==> config.mk <==
export PLATFORM = sky130hd
export DESIGN_NAME = otp_prot_reg
export DESIGN_NICKNAME = d
export VERILOG_FILES = /design/src/rtl/otp_pkg.sv /design/src/rtl/otp_cmd_fsm.sv /design/src/rtl/otp_store.sv /design/src/rtl/otp_status.sv /design/src/rtl/otp_read_mux.sv /design/src/rtl/otp_prot_reg.sv
export SDC_FILE = /design/constraint.sdc
export NUM_CORES = 1
export LEC_CHECK = 0
export BUFFER_PORTS_ARGS = -buffer_cell sky130_fd_sc_hd__buf_2
export CAP_MARGIN = 20
export CORE_ASPECT_RATIO = 1.2
export CORE_UTILIZATION = 30
export DETAILED_ROUTE_END_ITERATION = 7
export SYNTH_ARGS = -nofsm -noshare
export SYNTH_HDL_FRONTEND = slang
export SYNTH_SLANG_ARGS = --single-unit
==> constraint.sdc <==
create_clock -name clk -period 10.4 [get_ports clk]
set_clock_uncertainty 0.1 [all_clocks]
set_input_delay 2.6 -clock clk [delete_from_list [all_inputs] [get_ports clk]]
set_output_delay 2.6 -clock clk [all_outputs]
set_load 0.02 [all_outputs]
==> src/rtl/otp_pkg.sv <==
package otp_pkg;
    typedef enum logic [1:0] {
        VIEW_ARRAY  = 2'd0,
        VIEW_PROT   = 2'd1,
        VIEW_STATUS = 2'd2
    } view_e;

    localparam logic [7:0] OP_PROT_VIEW = 8'h90;
    localparam logic [7:0] OP_ARRAY     = 8'hFF;
    localparam logic [7:0] OP_STATUS    = 8'h70;
    localparam logic [7:0] OP_SETUP     = 8'hC0;
    localparam logic [7:0] OP_CLEAR     = 8'h50;

    localparam int BIT_READY    = 7;
    localparam int BIT_PROG_ERR = 4;
    localparam int BIT_LOCK_ERR = 1;
endpackage

==> src/rtl/otp_cmd_fsm.sv <==
module otp_cmd_fsm
    import otp_pkg::*;
(
    input  logic       clk,
    input  logic       rst_n,
    input  logic       wr_en,
    input  logic [7:0] wr_byte,
    output view_e      view_o,
    output logic       pgm_stb_o,
    output logic       clr_stb_o
);
    typedef struct packed {
        view_e view;
        logic  armed;
    } fsm_t;

    fsm_t s_d, s_q;

    always_comb begin
        s_d       = s_q;
        pgm_stb_o = 1'b0;
        clr_stb_o = 1'b0;
        if (wr_en) begin
            if (s_q.armed) begin
                pgm_stb_o = 1'b1;
                s_d.armed = 1'b0;
            end else begin
                unique case (wr_byte)
                    OP_PROT_VIEW: s_d.view  = VIEW_PROT;
                    OP_ARRAY:     s_d.view  = VIEW_ARRAY;
                    OP_STATUS:    s_d.view  = VIEW_STATUS;
                    OP_SETUP:     s_d.armed = 1'b1;
                    OP_CLEAR:     clr_stb_o = 1'b1;
                    default:      ;
                endcase
            end
        end
    end

    always_ff @(posedge clk or negedge rst_n) begin
        if (!rst_n) s_q <= '{view: VIEW_ARRAY, armed: 1'b0};
        else        s_q <= s_d;
    end

    assign view_o = s_q.view;

    p_setup_single_r6: assert property (@(posedge clk) disable iff (!rst_n)
        (s_q.armed && wr_en) |=> !s_q.armed);
    p_view_kept_r6: assert property (@(posedge clk) disable iff (!rst_n)
        s_q.armed |=> $stable(s_q.view));
endmodule

==> src/rtl/otp_store.sv <==
module otp_store #(
    parameter int          ADDR_W    = 8,
    parameter int          WORD_W    = 16,
    parameter int          N_SEG     = 4,
    parameter int unsigned BASE_ADDR = 'h80
) (
    input  logic                          clk,
    input  logic                          rst_n,
    input  logic                          pgm_stb,
    input  logic [ADDR_W-1:0]             addr,
    input  logic [WORD_W-1:0]             data,
    output logic [N_SEG-1:0][WORD_W-1:0]  words_o,
    output logic [N_SEG-1:0]              lock_o,
    output logic                          err_prog_o,
    output logic                          err_lock_o
);
    localparam int SEG_IW = (N_SEG > 1) ? $clog2(N_SEG) : 1;
    localparam logic [ADDR_W:0] BASE_X = (ADDR_W+1)'(BASE_ADDR);
    localparam logic [ADDR_W:0] LAST_X = (ADDR_W+1)'(BASE_ADDR + N_SEG);

    typedef struct packed {
        logic [N_SEG-1:0][WORD_W-1:0] words;
        logic [N_SEG-1:0]             lock;
    } store_t;

    store_t s_d, s_q;

    logic [ADDR_W:0] addr_x, off;
    logic [SEG_IW-1:0] seg;
    logic in_win, at_lock;

    always_comb begin
        addr_x     = {1'b0, addr};
        off        = addr_x - BASE_X;
        seg        = SEG_IW'(off - 1'b1);
        in_win     = (addr_x >= BASE_X) && (addr_x <= LAST_X);
        at_lock    = (addr_x == BASE_X);
        s_d        = s_q;
        err_prog_o = 1'b0;
        err_lock_o = 1'b0;
        if (pgm_stb) begin
            if (!in_win) begin
                err_prog_o = 1'b1;
            end else if (at_lock) begin
                s_d.lock = s_q.lock & data[N_SEG-1:0];
            end else if (!s_q.lock[seg]) begin
                err_prog_o = 1'b1;
                err_lock_o = 1'b1;
            end else begin
                s_d.words[seg] = s_q.words[seg] & data;
            end
        end
    end

    always_ff @(posedge clk or negedge rst_n) begin
        if (!rst_n) s_q <= '1;
        else        s_q <= s_d;
    end

    assign words_o = s_q.words;
    assign lock_o  = s_q.lock;

    p_bits_only_clear_r5: assert property (@(posedge clk) disable iff (!rst_n)
        (s_q.words & ~$past(s_q.words)) == '0);
    p_lock_only_clear_r9: assert property (@(posedge clk) disable iff (!rst_n)
        (s_q.lock & ~$past(s_q.lock)) == '0);

    for (genvar g = 0; g < N_SEG; g++) begin : g_hold
        p_locked_hold_r8: assert property (@(posedge clk) disable iff (!rst_n)
            !s_q.lock[g] |=> $stable(s_q.words[g]));
    end
endmodule

==> src/rtl/otp_status.sv <==
module otp_status
    import otp_pkg::*;
(
    input  logic       clk,
    input  logic       rst_n,
    input  logic       clr_i,
    input  logic       set_prog_i,
    input  logic       set_lock_i,
    output logic [7:0] status_o
);
    typedef struct packed {
        logic prog_err;
        logic lock_err;
    } stat_t;

    stat_t s_d, s_q;

    always_comb begin
        s_d = s_q;
        if (clr_i) s_d = '0;
        if (set_prog_i) s_d.prog_err = 1'b1;
        if (set_lock_i) s_d.lock_err = 1'b1;
    end

    always_ff @(posedge clk or negedge rst_n) begin
        if (!rst_n) s_q <= '0;
        else        s_q <= s_d;
    end

    always_comb begin
        status_o               = '0;
        status_o[BIT_READY]    = 1'b1;
        status_o[BIT_PROG_ERR] = s_q.prog_err;
        status_o[BIT_LOCK_ERR] = s_q.lock_err;
    end

    p_lock_implies_prog_r8: assert property (@(posedge clk) disable iff (!rst_n)
        s_q.lock_err |-> s_q.prog_err);
    p_clear_r10: assert property (@(posedge clk) disable iff (!rst_n)
        (clr_i && !set_prog_i) |=> (!s_q.prog_err && !s_q.lock_err));
    p_prog_sticky_r7: assert property (@(posedge clk) disable iff (!rst_n)
        set_prog_i |=> s_q.prog_err);
endmodule

==> src/rtl/otp_read_mux.sv <==
module otp_read_mux
    import otp_pkg::*;
#(
    parameter int          ADDR_W    = 8,
    parameter int          WORD_W    = 16,
    parameter int          N_SEG     = 4,
    parameter int unsigned BASE_ADDR = 'h80
) (
    input  view_e                         view,
    input  logic [ADDR_W-1:0]             addr,
    input  logic [N_SEG-1:0][WORD_W-1:0]  words,
    input  logic [N_SEG-1:0]              lock,
    input  logic [7:0]                    status,
    input  logic [WORD_W-1:0]             arr_rdata,
    output logic [WORD_W-1:0]             rdata
);
    localparam int SEG_IW = (N_SEG > 1) ? $clog2(N_SEG) : 1;
    localparam logic [ADDR_W:0] BASE_X = (ADDR_W+1)'(BASE_ADDR);
    localparam logic [ADDR_W:0] LAST_X = (ADDR_W+1)'(BASE_ADDR + N_SEG);

    logic [ADDR_W:0] addr_x, off;
    logic [SEG_IW-1:0] seg;

    always_comb begin
        addr_x = {1'b0, addr};
        off    = addr_x - BASE_X;
        seg    = SEG_IW'(off - 1'b1);
        rdata  = '0;
        unique case (view)
            VIEW_ARRAY:  rdata = arr_rdata;
            VIEW_STATUS: rdata = {{(WORD_W-8){1'b0}}, status};
            VIEW_PROT: begin
                if (addr_x == BASE_X)
                    rdata = {{(WORD_W-N_SEG){1'b1}}, lock};
                else if (addr_x > BASE_X && addr_x <= LAST_X)
                    rdata = words[seg];
            end
            default: rdata = '0;
        endcase
    end
endmodule

==> src/rtl/otp_prot_reg.sv <==
module otp_prot_reg
    import otp_pkg::*;
#(
    parameter int          ADDR_W    = 8,
    parameter int          WORD_W    = 16,
    parameter int          N_SEG     = 4,
    parameter int unsigned BASE_ADDR = 'h80
) (
    input  logic              clk,
    input  logic              rst_n,
    input  logic              bus_we,
    input  logic [ADDR_W-1:0] bus_addr,
    input  logic [WORD_W-1:0] bus_wdata,
    input  logic [WORD_W-1:0] arr_rdata,
    output logic [WORD_W-1:0] bus_rdata
);
    view_e                        view;
    logic                         pgm_stb, clr_stb, err_prog, err_lock;
    logic [N_SEG-1:0][WORD_W-1:0] words;
    logic [N_SEG-1:0]             lock;
    logic [7:0]                   status;

    otp_cmd_fsm u_fsm (
        .clk(clk), .rst_n(rst_n), .wr_en(bus_we), .wr_byte(bus_wdata[7:0]),
        .view_o(view), .pgm_stb_o(pgm_stb), .clr_stb_o(clr_stb)
    );

    otp_store #(.ADDR_W(ADDR_W), .WORD_W(WORD_W), .N_SEG(N_SEG), .BASE_ADDR(BASE_ADDR)) u_store (
        .clk(clk), .rst_n(rst_n), .pgm_stb(pgm_stb), .addr(bus_addr), .data(bus_wdata),
        .words_o(words), .lock_o(lock), .err_prog_o(err_prog), .err_lock_o(err_lock)
    );

    otp_status u_status (
        .clk(clk), .rst_n(rst_n), .clr_i(clr_stb), .set_prog_i(err_prog),
        .set_lock_i(err_lock), .status_o(status)
    );

    otp_read_mux #(.ADDR_W(ADDR_W), .WORD_W(WORD_W), .N_SEG(N_SEG), .BASE_ADDR(BASE_ADDR)) u_mux (
        .view(view), .addr(bus_addr), .words(words), .lock(lock), .status(status),
        .arr_rdata(arr_rdata), .rdata(bus_rdata)
    );

    p_no_prog_and_clear_r10: assert property (@(posedge clk) disable iff (!rst_n)
        !(pgm_stb && clr_stb));
endmodule

==> results of run 1 <==
==> power groups by stage <==
stage,Combinational (uW),Clock [uW],Sequential [uW]
2_1_floorplan,33.5,0,292
3_3_place_gp,59.4,0,294
3_5_place_dp,60.7,0,295
4_1_cts,60.8,306,291
5_1_grt,65.1,318,291
6_report,59.5,299,291
==> per-stage QoR <==
stage	area (sq um)	worst slack (ps)	hold slack (ps)	util, %	instances
floorplan	4066	2802	346.2	-	295
global placement	4456	2405	357.0	33.66	507
detailed placement	4456	2309	358.1	33.66	507
CTS	4743	2308	366.1	35.83	523
global route	4758	2200	381.2	35.95	524
finish	4761	2384	366.4	35.96	525
==> layer usage <==
metal / track usage (%) / up-vias
met5: 0 / -
met4: 6.439 / 0
met1: 16.99 / 1292
met3: 3.823 / 12
li1: - / 1191
met2: 24.20 / 45
==> state kept, by name, indices dropped and copies added (netlist names) <==
name and cells:
u_store.lock_o 4, u_fsm.s_q 1, u_fsm.view_o 2, u_store.words_o 64, u_status.status_o 2
==> cell families after synthesis <==
kind of cell	Yosys count
AOI/OAI and AO/OA	34
adders and majority gates	6
buffers and inverters	23
DFF	73
muxes	84
and+or+nand+nor	75
==> synth_stat cells (all sizes together), types with 4 or more instances <==
library cell  count
a211oi           10
a22o              4
and2             20
and3              4
buf              11
clkbuf            6
dfrtp             5
dfstp            68
ha                4
inv               6
mux2             64
mux4             17
nand2            21
nor2             14
o21a              4
o21ai             9
==> cell type report <==
| class | instances | area share (%) |
|---|---|---|
| clock buffers | 10 | 4.809 |
| clock inverters | 6 | 1.235 |
| diodes | 1 | 0.05256 |
| repair buffers | 62 | 6.886 |
| multi-input cells | 199 | 41.97 |
| well taps | 168 | 4.415 |
| flip-flops and latches | 73 | 40.16 |
| inverters | 6 | 0.4731 |
==> worst paths after layout <==
path | start | to | slack [ps]
setup / recovery | bus_addr[0] | bus_rdata[7] | 2380
setup reg to reg | u_store.lock_o[1] | u_store.words_o[18] | 7880
hold reg to reg | u_store.lock_o[0] | u_store.lock_o[0] | 370
max in group asynchronous | rst_n | u_fsm.view_o[0] | 7230
hold / removal | u_store.lock_o[0] | u_store.lock_o[0] | 370
min in group asynchronous | rst_n | u_status.status_o[4] | 2410
==> summary.txt, run 1 <==
Worst setup path
  – Slowest-stage cell, CP: ha_1
  – Critical path's top delay family: adder cells
  – WP data required: 7700 ps
  – Startpoint types: primary input
  – WP data arrival: 5320 ps
  – Reg2Reg Depth: 4
  – Worst path max stage delay: 910 ps
  – Most used cell, CP: buf_2
  – Buf/Inv on CP: 3
  – Worst-path fanout max: 20
  – Worst path cell trace: buf_2 -> inv_1 -> ha_1 -> mux4_2 -> maj3_1 -> nand2_1 -> o21ai_1 -> buf_2
  – Critical path endpoint category: output port
  – CP Class: primary input to output port
  – Crit path depth: 8

Global route
  – Initial antenna violation count: 1
  – Global-route wire length before repair: 14660 microns
  – Overflow after GRT: 0
  – Largest net degree at the start of global routing: 74
  – Vias in the first global route: 2634
  – Total GRT Usage: 14.32%

Floorplan
  – Die area: 0.01403 sq mm
  – DIE WIDTH: 108.3 microns
  – Core Footprint: 0.01324 sq mm
  – Chip Height: 129.5 microns
  – Top Ports: 59
  – Initial Util: 30.72%
  – # rows: 46

Power and ir drop
  – Combinational Power Share: 9.2%
  – Total power: 648.8 uW
  – Clock power share: 46.0%
  – Switch Pwr: 155.9 uW
  – Sequential power share: 44.8%
  – Worst IR Drop VDD: 0.06923 mV
  – Switch share: 24.03%
  – P_leak: 0.001975 uW
  – PD cells: 136.3 mW/mm^2
  – Pint: 492.9 uW

Timing
  – Slew @ Worst Pin: 1107 ps
  – Setup TNS Final: 0 ps
  – Max_slew headroom: 26.18%
  – Final Max Tran Viols: 0
  – Final Setup Violations: 0
  – Final Cycle Share: 77.07%
  – FMAX: 124.8 MHz
  – Final worst path period need: 8016 ps
  – RSZ-0062 raised after global routing: false
  – Final hold viol count: 0

Route
  – Met3 WL post-DR: 435 microns
  – # DRC: 0
  – Initial DRC Count: 85
  – Drt pass-1 iters: 4
  – Via count: 2540
  – M1 WL: 3889 microns
  – Met2 wire len: 4728 microns
  – Antenna Nets Post-Route: 0
  – Drt wl/cell: 17.57 microns
  – Top layer in use: met4
  – Via-to-Cell Ratio: 4.838
  – Post-Route WL: 9224 microns

CTS
  – Clock tree buffer depth: 2
  – Clock Root Buffer: clkbuf_16
  – Clock latency at the later pin of the worst-skew pair: 330 ps
  – Post-CTS setup buffers: 0
  – CTS Sinks: 73
  – Post-CTS resize count: 0
  – H-tree lvl count: 3
  – CTS tree: done
  – Hold-fix buffers, CTS: 0
  – Clk pin slew, worst setup/hold paths: 50 ps
  – CTS Buf Count: 9

Yosys
  – Sequential fraction of the synthesis area: 47.02%
  – Fraction of registers with async set/reset: 100.0%
  – Top_reg_cell synth: dfstp_2
  – Total number of yosys warnings: 0
  – Compound-Gate Fraction of Synth Area: 5.785%
  – Post-Syn Nets: 342
  – Mux cell area share after synthesis: 31.57%
  – Post-Synth Adder-Cell Area: 1.723%
  – Largest family of logic cells by synthesized area: multiplexers
  – Mapped Cells: 295
  – Post-synthesis xor/xnor area fraction: 0%
  – Yosys cell types: 38
  – Mapped cell area: 0.004066 sq mm
  – Synth top area share: 43.94%
  – Syn Area/Cell: 13.78 sq um
  – Leading area contributor after synthesis: dfstp_2
  – #FFs+latches synth: 73
  – Post-synth EDFFs: 0
  – Simple-gate share of the synthesized area: 10.06%
  – Synth area leaders: dfstp_2 44%, mux2_4 15%, mux4_2 9.4%, mux2_1 6.6%, and2_1 3.1%

Place
  – I/O Buffers: 58
  – GPL Wtd Cong: 0.7891
  – Post-DP HPWL: 6198 microns

Outcome
  – Outcome: complete, no violations

Finish
  – Nets: 398
  – Share of cells above drive strength 1: 57.87%
  – Most frequent cells in the layout: 68 x dfstp_2, 58 x buf_2, 40 x mux2_4, 24 x mux2_1, 21 x nand2_1
  – Area Overhead vs Synth: 17.08%
  – Commonest non-fill, non-tap cell in the layout: dfstp_2
  – Multi-input logic area: 0.001998 sq mm
  – Storage element area: 0.001912 sq mm
  – Filler cells: 1284

Hold path
  – Hold crit path type: register to register
  – Hold Path Depth: 1

Job
  – Max-cap violations: 0
Power figures use the tool's default switching activity.
==> inputs of run 2 (changes only) <==
Clock period 10.4 ns to 8.13 ns, I/O delays scaled along.
==> run 2 against run 1 <==
Compared with the run above:
- via count down 0.20%
- sequential power up 27%
- cell count unchanged
- count of clock-buffer cells in the layout up 1
- routed wire length up 0.61%
- sequential cell count unchanged
- global-route usage about the same
- non-clock buffer count up 2
- setup slack worse by 560 ps
- clock power up 17%
- critical path type unchanged
- critical endpoint unchanged
- largest cell class unchanged
==> summary.txt, run 2 (synthesized netlist as in run 1, its figures left out) <==
Outcome
  – Outcome: complete, no violations

Hold path
  – Hold crit path type: register to register
  – HP Start: u_store.lock_o[0]

CTS
  – Clk pin slew, worst setup/hold paths: 50 ps
  – Post-CTS setup buffers: 0
  – CTS Sinks: 73
  – Clock Root Buffer: clkbuf_16
  – Clock latency at the later pin of the worst-skew pair: 330 ps
  – CTS Buf Count: 9
  – Clock tree buffer depth: 2
  – H-tree lvl count: 3
  – Post-CTS resize count: 0
  – Hold-fix buffers, CTS: 0
  – CTS tree: done

Worst setup path
  – Critical path endpoint category: output port
  – R2R Setup Slk: 5590 ps
  – CP Class: primary input to output port
  – WP data arrival: 4180 ps
  – R2r startpoint: u_store.lock_o[1]
  – Startpoint types: primary input
  – WP data required: 6000 ps
  – Worst-path fanout max: 17
  – Origin of the worst setup path: bus_addr[1]

Place
  – Post-DP HPWL: 6402 microns
  – GPL Wtd Cong: 0.7789
  – I/O Buffers: 58
  – Pre-CTS setup slack: 1798 ps

Finish
  – Largest register FFs: 64
  – Commonest non-fill, non-tap cell in the layout: dfstp_2
  – Filler cells: 1266
  – Nets: 400
  – Most frequent cells in the layout: 68 x dfstp_2, 58 x buf_2, 40 x mux2_4, 24 x mux2_1, 21 x nand2_1
  – Ant diodes: 0
  – Share of cells above drive strength 1: 57.98%
  – Area Overhead vs Synth: 16.95%

Power and ir drop
  – Switch share: 24.17%
  – Combinational Power Share: 9.6%
  – PD cells: 168.1 mW/mm^2
  – Sequential power share: 46.5%
  – Worst IR Drop VDD: 0.1173 mV
  – Clock power share: 44.0%
  – Total power: 799.2 uW
  – Pint: 606.0 uW
  – Switch Pwr: 193.2 uW
  – P_leak: 0.001976 uW

Global route
  – Largest net degree at the start of global routing: 74
  – Overflow after GRT: 0
  – Global-route wire length before repair: 14850 microns
  – Total GRT Usage: 14.33%
  – Vias in the first global route: 2748
  – Initial antenna violation count: 0

Route
  – Via-to-Cell Ratio: 4.829
  – Drt wl/cell: 17.68 microns
  – # DRC: 0
  – Initial DRC Count: 149
  – Via count: 2535
  – Antenna Nets Post-Route: 0
  – Drt pass-1 iters: 4
  – Post-Route WL: 9280 microns

Job
  – Max-cap violations: 0

Floorplan
  – DIE WIDTH: 108.3 microns
  – Core Footprint: 0.01324 sq mm
  – Initial Util: 30.72%
  – Chip Height: 129.5 microns
  – Top Ports: 59
  – # rows: 46
  – Die area: 0.01403 sq mm

Timing
  – Final worst path period need: 6308 ps
  – Final Setup Violations: 0
  – Max_slew headroom: 27.79%
  – Final Cycle Share: 77.59%
  – Setup WS post-layout: 1822 ps
  – Slew @ Worst Pin: 1083 ps
  – Setup TNS Final: 0 ps
  – Final Max Tran Viols: 0
  – Final hold viol count: 0
  – Min Hold Slack: 369.7 ps
  – FMAX: 158.5 MHz
  – RSZ-0062 raised after global routing: false
## run 2: changes by cell type in the layout (fill, tap and decap cells not counted), sizes merged
cell | previous run | this run
bufinv | 1 | 0
diode | 1 | 0
buf | 62 | 64
clkinv | 5 | 4
clkbuf | 10 | 11
## run 2: cell type report
type	count	area [sq um]	area share, %
clock buffers	11	242.7	5.104
flip-flops and latches	73	1912	40.20
repair buffers	64	350.3	7.366
clock inverters	4	20.02	0.4209
well taps	168	210.2	4.420
multi-input cells	199	1998	42.02
inverters	6	22.52	0.4736
## run 2: per-layer routing
layer	track usage, %	vias up	share of wire [%]
met3	3.773	15	4.3
met4	5.564	0	1.9
met2	24.80	43	50
met5	0	-	0
met1	16.88	1281	44
li1	-	1196	-
## run 2: per-stage QoR
| step | util (%) | area [sq um] | instances |
|---|---|---|---|
| after global routing | 35.93 | 4756 | 525 |
| after CTS | 35.70 | 4726 | 523 |
| after global placement | 33.71 | 4463 | 508 |
| after floorplan | - | 4066 | 295 |
| final | 35.93 | 4756 | 525 |
| after detailed placement | 33.71 | 4463 | 508 |
## run 2: final timing paths
kind | cells after the start | end
setup reg to reg | 4 | u_store.words_o[3]
min in group asynchronous | 2 | u_status.status_o[1]
hold / removal | 1 | u_store.lock_o[0]
setup / recovery | 8 | bus_rdata[7]
hold reg to reg | 1 | u_store.lock_o[0]
max in group asynchronous | 2 | u_fsm.view_o[0]
## run 2: critical path, cell delays in order
cell and delay (ps):
buf_2 100, inv_1 50, ha_1 870, mux4_2 430, maj3_1 350, nand2_1 80
o21ai_1 60, buf_2 180
## run 2: power by group through the flow
stage                     logic [uW]  clock network (uW)  registers (uW)
after floorplan                 42.9                   0             373
after global placement          77.2                   0             377
after detailed placement        78.4                   0             377
after CTS                       78.5                 360             372
after global routing            84.2                 375             372
final                           76.7                 351             371
